## src/rtl/tlb_pkg.sv

```systemverilog
package tlb_pkg;
  typedef struct packed {
    logic glob;
    logic dirty;
    logic refd;
    logic user;
    logic wr;
    logic present;
  } pte_flags_t;
  localparam int FLAG_W = $bits(pte_flags_t);
endpackage

```

## src/rtl/tlb_entry_array.sv

```systemverilog
module tlb_entry_array
  import tlb_pkg::*;
#(
  parameter int ENTRIES = 8,
  parameter int VPN_W   = 20,
  parameter int PFN_W   = 20,
  localparam int IDX_W  = $clog2(ENTRIES)
) (
  input  logic               clk,
  input  logic               rst,
  input  logic               flush,
  input  logic               wr_en,
  input  logic [IDX_W-1:0]   wr_idx,
  input  logic [VPN_W-1:0]   wr_vpn,
  input  logic [PFN_W-1:0]   wr_pfn,
  input  pte_flags_t         wr_flags,
  input  logic [VPN_W-1:0]   lk_vpn,
  output logic [ENTRIES-1:0] lk_match,
  output logic [PFN_W-1:0]   lk_pfn,
  output pte_flags_t         lk_fl,
  output logic [ENTRIES-1:0] rf_match,
  output logic [ENTRIES-1:0] valid_vec
);
  logic [VPN_W-1:0]   vpn_q [ENTRIES];
  logic [PFN_W-1:0]   pfn_q [ENTRIES];
  pte_flags_t         fl_q  [ENTRIES];
  logic [ENTRIES-1:0] valid_q;
  logic [ENTRIES-1:0] glob_vec;

  // payload storage carries no reset; validity lives in valid_q
  always_ff @(posedge clk) begin
    if (wr_en) begin
      vpn_q[wr_idx] <= wr_vpn;
      pfn_q[wr_idx] <= wr_pfn;
      fl_q[wr_idx]  <= wr_flags;
    end
  end

  always_ff @(posedge clk) begin
    if (rst)        valid_q <= '0;
    else if (flush) valid_q <= valid_q & glob_vec;
    else if (wr_en) valid_q[wr_idx] <= 1'b1;
  end

  for (genvar i = 0; i < ENTRIES; i++) begin : g_cmp
    assign glob_vec[i] = fl_q[i].glob;
    assign lk_match[i] = valid_q[i] && fl_q[i].present && (vpn_q[i] == lk_vpn);
    assign rf_match[i] = valid_q[i] && (vpn_q[i] == wr_vpn);
  end

  always_comb begin
    lk_pfn = '0;
    lk_fl  = '0;
    for (int i = 0; i < ENTRIES; i++) begin
      if (lk_match[i]) begin
        lk_pfn = lk_pfn | pfn_q[i];
        lk_fl  = lk_fl  | fl_q[i];
      end
    end
  end

  assign valid_vec = valid_q;

  // refill deduplication keeps page numbers unique, so at most one match
  p_single_match_r1: assert property (@(posedge clk) disable iff (rst)
    $onehot0(lk_match));
  // flush keeps exactly the global entries
  p_flush_keeps_glob_r5: assert property (@(posedge clk) disable iff (rst)
    flush |=> valid_q == $past(valid_q & glob_vec));
  // a refill always leaves its slot valid
  p_fill_sets_valid_r8: assert property (@(posedge clk) disable iff (rst)
    (wr_en && !flush) |=> valid_q[$past(wr_idx)]);
endmodule

```

## src/rtl/tlb_victim_sel.sv

```systemverilog
module tlb_victim_sel #(
  parameter int ENTRIES = 8,
  localparam int IDX_W  = $clog2(ENTRIES)
) (
  input  logic               clk,
  input  logic               rst,
  input  logic               req,
  input  logic [ENTRIES-1:0] valid_vec,
  input  logic [ENTRIES-1:0] same_vec,
  output logic [IDX_W-1:0]   slot
);
  logic [IDX_W-1:0] rr_q;
  logic [IDX_W-1:0] same_idx;
  logic [IDX_W-1:0] free_idx;
  logic             any_same;
  logic             any_free;
  logic             evict;

  always_comb begin
    same_idx = '0;
    free_idx = '0;
    for (int i = ENTRIES - 1; i >= 0; i--) begin
      if (same_vec[i])   same_idx = IDX_W'(i);
      if (!valid_vec[i]) free_idx = IDX_W'(i);
    end
  end

  assign any_same = |same_vec;
  assign any_free = ~&valid_vec;
  assign evict    = req && !any_same && !any_free;
  assign slot     = any_same ? same_idx : (any_free ? free_idx : rr_q);

  always_ff @(posedge clk) begin
    if (rst) rr_q <= '0;
    else if (evict) rr_q <= (rr_q == IDX_W'(ENTRIES - 1)) ? '0 : rr_q + 1'b1;
  end

  // pointer steps by one, wrapping, on each eviction
  p_rr_step_r8: assert property (@(posedge clk) disable iff (rst)
    evict |=> rr_q == (($past(rr_q) == IDX_W'(ENTRIES - 1)) ? '0 : $past(rr_q) + 1'b1));
  // pointer holds when no eviction happens
  p_rr_hold_r8: assert property (@(posedge clk) disable iff (rst)
    !evict |=> $stable(rr_q));
  // a non-matching refill with room goes into a free slot
  p_free_pick_r8: assert property (@(posedge clk) disable iff (rst)
    (req && !any_same && any_free) |-> !valid_vec[slot]);
endmodule

```

## src/rtl/tlb_perm_check.sv

```systemverilog
module tlb_perm_check
  import tlb_pkg::*;
(
  input  logic       hit,
  input  pte_flags_t fl,
  input  logic       is_write,
  input  logic       is_user,
  output logic       fault
);
  logic deny_write;
  logic deny_user;

  assign deny_write = is_write && !fl.wr;
  assign deny_user  = is_user && !fl.user;
  assign fault      = hit && (deny_write || deny_user);

  // no fault is raised without a hit
  always_comb begin
    if (!hit) p_fault_needs_hit_r7: assert (!fault);
  end
endmodule

```

## src/rtl/tlb_cache.sv

```systemverilog
module tlb_cache
  import tlb_pkg::*;
#(
  parameter int ENTRIES = 8,
  parameter int VA_W    = 32,
  parameter int OFF_W   = 12,
  parameter int PFN_W   = 20,
  localparam int VPN_W  = VA_W - OFF_W,
  localparam int PA_W   = PFN_W + OFF_W,
  localparam int IDX_W  = $clog2(ENTRIES)
) (
  input  logic              clk,
  input  logic              rst,
  input  logic              lk_valid,
  input  logic [VA_W-1:0]   lk_vaddr,
  input  logic              lk_write,
  input  logic              lk_user,
  output logic              lk_hit,
  output logic              lk_miss,
  output logic              lk_fault,
  output logic [PA_W-1:0]   lk_paddr,
  output logic [FLAG_W-1:0] lk_flags,
  input  logic              rf_valid,
  input  logic [VPN_W-1:0]  rf_vpn,
  input  logic [PFN_W-1:0]  rf_pfn,
  input  logic [FLAG_W-1:0] rf_flags,
  input  logic              flush
);
  logic [ENTRIES-1:0] match_vec;
  logic [ENTRIES-1:0] same_vec;
  logic [ENTRIES-1:0] valid_vec;
  logic [PFN_W-1:0]   hit_pfn;
  pte_flags_t         hit_fl;
  logic [IDX_W-1:0]   slot;
  logic               fill;
  logic               any_match;
  logic               fault_raw;

  // flush wins over a simultaneous refill
  assign fill = rf_valid && !flush;

  tlb_entry_array #(.ENTRIES(ENTRIES), .VPN_W(VPN_W), .PFN_W(PFN_W)) u_arr (
    .clk(clk), .rst(rst), .flush(flush), .wr_en(fill), .wr_idx(slot),
    .wr_vpn(rf_vpn), .wr_pfn(rf_pfn), .wr_flags(pte_flags_t'(rf_flags)),
    .lk_vpn(lk_vaddr[VA_W-1:OFF_W]), .lk_match(match_vec), .lk_pfn(hit_pfn),
    .lk_fl(hit_fl), .rf_match(same_vec), .valid_vec(valid_vec)
  );

  tlb_victim_sel #(.ENTRIES(ENTRIES)) u_vic (
    .clk(clk), .rst(rst), .req(fill), .valid_vec(valid_vec),
    .same_vec(same_vec), .slot(slot)
  );

  assign any_match = lk_valid && (|match_vec);

  tlb_perm_check u_perm (
    .hit(any_match), .fl(hit_fl), .is_write(lk_write), .is_user(lk_user),
    .fault(fault_raw)
  );

  assign lk_hit   = any_match;
  assign lk_miss  = lk_valid && !any_match;
  assign lk_fault = fault_raw;
  assign lk_paddr = (any_match && !fault_raw) ? {hit_pfn, lk_vaddr[OFF_W-1:0]} : '0;
  assign lk_flags = any_match ? FLAG_W'(hit_fl) : '0;

  // hit and miss never coincide
  p_hit_miss_excl_r3: assert property (@(posedge clk) disable iff (rst)
    !(lk_hit && lk_miss));
  // a faulting access yields no address
  p_fault_no_addr_r2: assert property (@(posedge clk) disable iff (rst)
    lk_fault |-> lk_paddr == '0);
  // an idle lookup port reports nothing
  p_idle_quiet_r3: assert property (@(posedge clk) disable iff (rst)
    !lk_valid |-> !(lk_hit || lk_miss || lk_fault));
endmodule

```

## config.mk

```make
export PLATFORM = sky130hd
export DESIGN_NAME = tlb_cache
export DESIGN_NICKNAME = d
export VERILOG_FILES = /design/src/rtl/tlb_pkg.sv /design/src/rtl/tlb_entry_array.sv /design/src/rtl/tlb_victim_sel.sv /design/src/rtl/tlb_perm_check.sv /design/src/rtl/tlb_cache.sv
export SDC_FILE = /design/constraint.sdc
export NUM_CORES = 1
export LEC_CHECK = 0
export BUFFER_PORTS_ARGS = -buffer_cell sky130_fd_sc_hd__clkbuf_2
export CAP_MARGIN = 20
export CORE_MARGIN = 3
export CORE_UTILIZATION = 40
export CTS_CLUSTER_SIZE = 8
export DETAILED_ROUTE_END_ITERATION = 8
export PLACE_DENSITY = 0.63
export SLEW_MARGIN = 20
export SYNTH_ARGS = -nofsm -noshare
export SYNTH_HDL_FRONTEND = slang
export SYNTH_SLANG_ARGS = --single-unit
```

## constraint.sdc

```tcl
create_clock -name clk -period 6.4 [get_ports clk]
set_clock_uncertainty 0.2 [all_clocks]
set_input_delay 1.92 -clock clk [delete_from_list [all_inputs] [get_ports clk]]
set_output_delay 1.92 -clock clk [all_outputs]
set_load 0.02 [all_outputs]
```

## Word-level counts from Yosys, hierarchy flattened

Memories as Yosys holds them, arrays and structs flattened.
Cells that the tools add are included.

| storage, ports and cells | value |
|---|---|
| bits in registers | 11 |
| latch bits | 0 |
| RAM bits | 368 |
| memory bits (read-only) | 0 |
| bits of input ports | 85 |
| logic and storage cells | 129 |
| memories kept | 3 |

| cells by class | value |
|---|---|
| add/subtract/negate cells | 1 |
| multipliers | 0 |
| div/mod/pow operators | 0 |
| order comparisons | 2 |
| equal/unequal tests | 17 |
| shift operators | 0 |
| muxes and demuxes | 43 |
| bitwise operators | 16 |
| reductions and logical operators | 45 |

Memory list:

| name | depth | bits a word | read ports | clocked after memory_dff | wr ports | line | source |
|---|---|---|---|---|---|---|---|
| u_arr.pfn_q | 8 | 20 | 8 | 0 | 1 | tlb_entry_array.sv:25 | `logic [PFN_W-1:0] pfn_q [ENTRIES];` |
| u_arr.vpn_q | 8 | 20 | 8 | 0 | 1 | tlb_entry_array.sv:24 | `logic [VPN_W-1:0] vpn_q [ENTRIES];` |
| u_arr.fl_q | 8 | 6 | 8 | 0 | 1 | tlb_entry_array.sv:26 | `pte_flags_t fl_q [ENTRIES];` |

Operator list:

| cell | count |
|---|---|
| $eq A20 B20 Y1 | 16 |
| $mux W20 | 8 |
| $or A20 B20 Y20 | 7 |
| $mux W3 | 19 |
| $mux W6 | 9 |
| $or A6 B6 Y6 | 7 |
| $logic_and A1 B1 Y1 | 34 |
| $mux W32 | 1 |
| $mux W8 | 2 |
| $reduce_or A8 Y1 | 2 |
| $and A8 B8 Y8 | 1 |
| $or A8 B8 Y8 | 1 |
| $reduce_and A8 Y1 | 1 |
| $logic_not A1 Y1 | 6 |
| $lt A3 B4 Y1 const B | 1 |
| $add A3 B1 Y3 const B | 1 |
| $demux W1 S3 | 1 |
| $eq A3 B3 Y1 const B | 1 |
| $ge A3 B1 Y1 const B | 1 |
| $mux W1 | 3 |
| $reduce_bool A2 Y1 | 1 |
| $logic_or A1 B1 Y1 | 1 |

## Longest topological paths before layout

| depth | value |
|---|---|
| word-level depth | 24 |
| depth in mapped cells | 11 |
| depth with buffers taken out | 8 |

## Hierarchy

A second synthesis with hierarchy kept.

| second synthesis, totals | value |
|---|---|
| cells, all modules | 1370 |
| area, all modules | 18001.0 um2 |

Modules (own cells, without submodules):

| module | times used | cells an instance | area an instance (um2) | sequential area each (um2) |
|---|---|---|---|---|
| tlb_entry_array | 1 | 1228 | 17086.4 | 11210.8 |
| tlb_cache | 1 | 96 | 569.3 | 0.0 |
| tlb_victim_sel | 1 | 43 | 321.6 | 60.1 |
| tlb_perm_check | 1 | 3 | 23.8 | 0.0 |

## Worst setup path after synthesis

OpenSTA, ideal clock, no wires.

| path | value |
|---|---|
| kind | input -> output |
| from | in lk_vaddr[26] |
| to | out lk_paddr[14] |
| arrival time | 4.516 ns |
| required time | 4.280 ns |
| slack | -0.236 ns |
| stages | 10 |
| path buffers | 2 |
| cells stage by stage | buf_4 > xor2_1 > a211o_1 > or4_4 > nor4_4 > a22o_1 > nor3_1 > a221oi_4 > buf_4 > a21boi_1 |

| on the way | value |
|---|---|
| longest elaborated chain between the ends | 24 |

RTL lines:

| item | line | source |
|---|---|---|
| start: declaration | tlb_cache.sv:15 | `input logic [VA_W-1:0] lk_vaddr,` |
| $eq A20 B20 Y1 | tlb_entry_array.sv:47 | `assign lk_match[i] = valid_q[i] && fl_q[i].present && (vpn_q[i] == lk_vpn);` |
| $logic_and A1 B1 Y1 | tlb_entry_array.sv:47 |  |
| $mux W6 | tlb_entry_array.sv:55 | `if (lk_match[i]) begin` |
| $or A6 B6 Y6 | tlb_entry_array.sv:57 | `lk_fl = lk_fl \| fl_q[i];` |
| $mux W6 | tlb_entry_array.sv:55 |  |
| $or A6 B6 Y6 | tlb_entry_array.sv:57 |  |
| $mux W6 | tlb_entry_array.sv:55 |  |
| $or A6 B6 Y6 | tlb_entry_array.sv:57 |  |
| [8 not listed] | -- |  |
| $mux W6 | tlb_entry_array.sv:55 |  |
| $logic_not A1 Y1 (on tied branches) | tlb_perm_check.sv:13, tlb_perm_check.sv:14 |  |
| $logic_and A1 B1 Y1 (on tied branches) | tlb_perm_check.sv:13, tlb_perm_check.sv:14 |  |
| $logic_or A1 B1 Y1 | tlb_perm_check.sv:15 | `assign fault = hit && (deny_write \|\| deny_user);` |
| $logic_and A1 B1 Y1 | tlb_perm_check.sv:15 |  |
| $logic_not A1 Y1 | tlb_cache.sv:64 | `assign lk_paddr = (any_match && !fault_raw) ? {hit_pfn, lk_vaddr[OFF_W-1:0]} : '0;` |
| $logic_and A1 B1 Y1 | tlb_cache.sv:64 |  |
| $mux W32 * | tlb_cache.sv:64 |  |
| end: declaration | tlb_cache.sv:21 | `output logic [PA_W-1:0] lk_paddr,` |

Mark *: on every way between the ends. The rest lies on a longest branch, timed or not.

## Final worst setup path

| path | value |
|---|---|
| from | in lk_vaddr[20] |
| to | out lk_paddr[14] |

Same word-level chain as after synthesis.

==> reports/results.ini <==
[sta]
maxSlewViolCount=0
hold_viol=0
relSlewSlack=0.459
period_minus_slack_ns=6.65
tightest_slew_ns=0.803
finalCritPeriodShare=1.04
setup_viol=32
rsz0062_at_grt=yes
fmax_mhz=150
setup_ws_ns=-0.255

[power]
p_leak_nw=6.97
pwr_density_cell_mw_per_mm2=264
vdd_drop_max_mv=0.201

[critical_path]
rrSetupSlack_ns=2.26
ff2ff_path_depth=9
critPathKind=primary input to primary output
cp-start-kind=primary input
crit_fanout=8
required_ns=4.28
r2r-start=u_arr.vpn_q[4][12]
arrival_ns=4.53
crit_end=lk_paddr[14]
r2r_end=u_arr.vpn_q[5][19]
end_kind=primary output
critPathLaunch=lk_vaddr[20]

[synth]
synthesis.nets=1222
synth-main-ff-cell=edfxtp_1
async_flop_share=0
synth_edf_count=368
yosysWarningCount=0
ys_seq_area_frac=0.666
syn_area_sq_mm=0.0169
synthTopCellsByArea=edfxtp_1 65%, xnor2_1 12%, xor2_1 4.5%
netlist_instances=1135
synth-seq-cells=379
yosys-top-cells-count=368 x edfxtp_1, 223 x xnor2_1, 87 x xor2_1
yosysTopAreaCell=edfxtp_1
synth_top_cell_area_share=0.653
ys_types=50
synth_most_common_cell=edfxtp_1
syn_area_per_cell_sq_um=14.9

[floorplan]
start_util=0.410
die_area_sq_mm=0.0448
fp.dieH_um=212
coreArea_sq_mm=0.0413
die_width_um=212
rows=74
ios=126

[global_routing]
grt_max_degree=47
grt-busiest-layer=met2
use_met3=0.0379
grt_first_pass_wirelength_um=72800
grt_overflow=0
use_met1=0.310
grtUsageTotal=0.223
grtUsageMet2=0.359
antenna_found_initial=3
grt_pass1_vias=10800

[clock_tree]
cts_hold_buf=0
cts_tree=built
numCtsBuffers=53
clk_pin_slew_ns=0.05
clk_latency_ns=0.58
htreeDepth=2
clock_path_buffers=3
numClockSinks=379
cts_root_buf=clkbuf_16

[routing]
wl_per_cell_um=26.7
ant_nets=0
viasPerCell=5.67
dr.pass1.iters=5
vias=10900
drc=0
first_iter_violations=1098
routed_wl_um=51100

[finish]
drive_gt1_frac=0.261
final_cells=1915
nets=1446
syn_to_final_growth_pct=25.1

[run_status]
status=complete, but fails checks
violations=negative setup slack

[flow_run]
cap_violations=0

[place]
numPortBuffers=125
gp_congestion=0.925
dp_hpwl_um=33400
dp.cells=1819
place_ws_ns=-0.453

[worst_hold_path]
holdCritPathClass=flop to flop

-- where the power goes --
| group | total [mW] | internal [mW] | switching, mW |
|---|---|---|---|
| sequential | 2.76 | 2.75 | 0.0112 |
| clock | 2.52 | 1.51 | 1.01 |
| combinational | 0.323 | 0.123 | 0.200 |
| total | 5.60 | 4.38 | 1.22 |
-- kinds of logic after synthesis --
kind of cell               Yosys count  synth area share
muxes                                3           0.00177
AOI/OAI and AO/OA                  166            0.0818
buffers and inverters               86            0.0214
and+or+nand+nor                    189            0.0673
DFF                                379             0.666
xor gates and xnor gates           310             0.160
adders and majority gates            2           0.00148
-- through the flow --
stage	total power [mW]	util	hold slack [ns]	cell area, sq um	TNS (ns)
final	5.60	0.513	0.346	21200	-6.65
after global routing	5.75	0.513	0.372	21200	-9.84
after CTS	5.61	0.504	0.341	20800	-8.16
after detailed placement	3.11	0.457	0.329	18900	-13.49
after global placement	3.11	0.457	0.318	18900	-10.82
after floorplan	2.96	-	0.288	16900	0
-- registers in the layout, indices dropped and copies added (netlist names) --
name,count
u_arr.valid_vec,8
u_arr.pfn_q,160
u_vic.rr_q,3
u_arr.vpn_q,160
u_arr.fl_q,48
-- layout by cell type, fill, tap and decap left out, types with 5 or more instances in the layout --
cell type and n:
a221oi_1 42, nor4_4 6, clkbuf_16 54, a22oi_1 6
dfxtp_1 11, nand2b_1 5, and2_4 13, nand4_1 64
edfxtp_1 368, nor2_1 11, o21ai_0 10, a21boi_2 15
inv_1 11, and2_1 5, buf_4 76, buf_12 19
clkbuf_1 22, inv_2 11, xor2_1 82, nor4_1 25
clkbuf_8 15, a21oi_1 11, clkbuf_2 85, o211ai_1 6
a22o_1 44, xnor2_1 221, nand2_1 14, nor4_2 6
buf_8 22, a21boi_4 5, nand3_1 25, buf_6 12
-- cell type report --
| cell class | count | area (sq um) |
|---|---|---|
| clock buffer | 75 | 1410 |
| clock inverter | 3 | 47.5 |
| inverter | 22 | 82.6 |
| timing repair buffer | 233 | 2090 |
| sequential | 379 | 11300 |
| multi-input combinational | 670 | 5600 |
| fill | 3427 | 20100 |
| antenna | 1 | 2.50 |
| tap | 532 | 666 |
-- critical path, cell delays in order --
cell       delay, ns
buf_8           0.11
buf_8           0.14
xor2_2          0.15
nor4_2          0.26
nand4_1         0.18
nor4_4          0.33
buf_6           0.18
a22o_1          0.20
nor3_4          0.07
a221oi_4        0.32
buf_6           0.18
clkbuf_16       0.15
a21boi_2        0.17
clkbuf_8        0.16
-- worst min path at each step --
stage / start / endpoint / depth (start not counted)
global placement: u_vic.rr_q[2] / u_vic.rr_q[2] / 2
CTS: u_vic.rr_q[2] / u_vic.rr_q[2] / 2
finish: u_vic.rr_q[2] / u_vic.rr_q[2] / 2
floorplan: u_vic.rr_q[1] / u_vic.rr_q[1] / 2
detailed placement: u_vic.rr_q[2] / u_vic.rr_q[2] / 2
global route: u_vic.rr_q[2] / u_vic.rr_q[2] / 2
-- what timing repair did --
action / in CTS / in global routing
pin swaps: 10 / 29
setup buffers: 5 / 12
gates resized for setup: 92 / 85
gates cloned: 1 / 2
setup endpoints to repair: 38 / 38
-- routing by layer --
metal / vias to the layer above / wire length, um
li1: 4781 / -
met1: 5426 / 21600
met2: 569 / 24300
met3: 78 / 3940
met4: 2 / 1290
met5: - / 7
No activity file was read; power rests on OpenSTA's default activity.
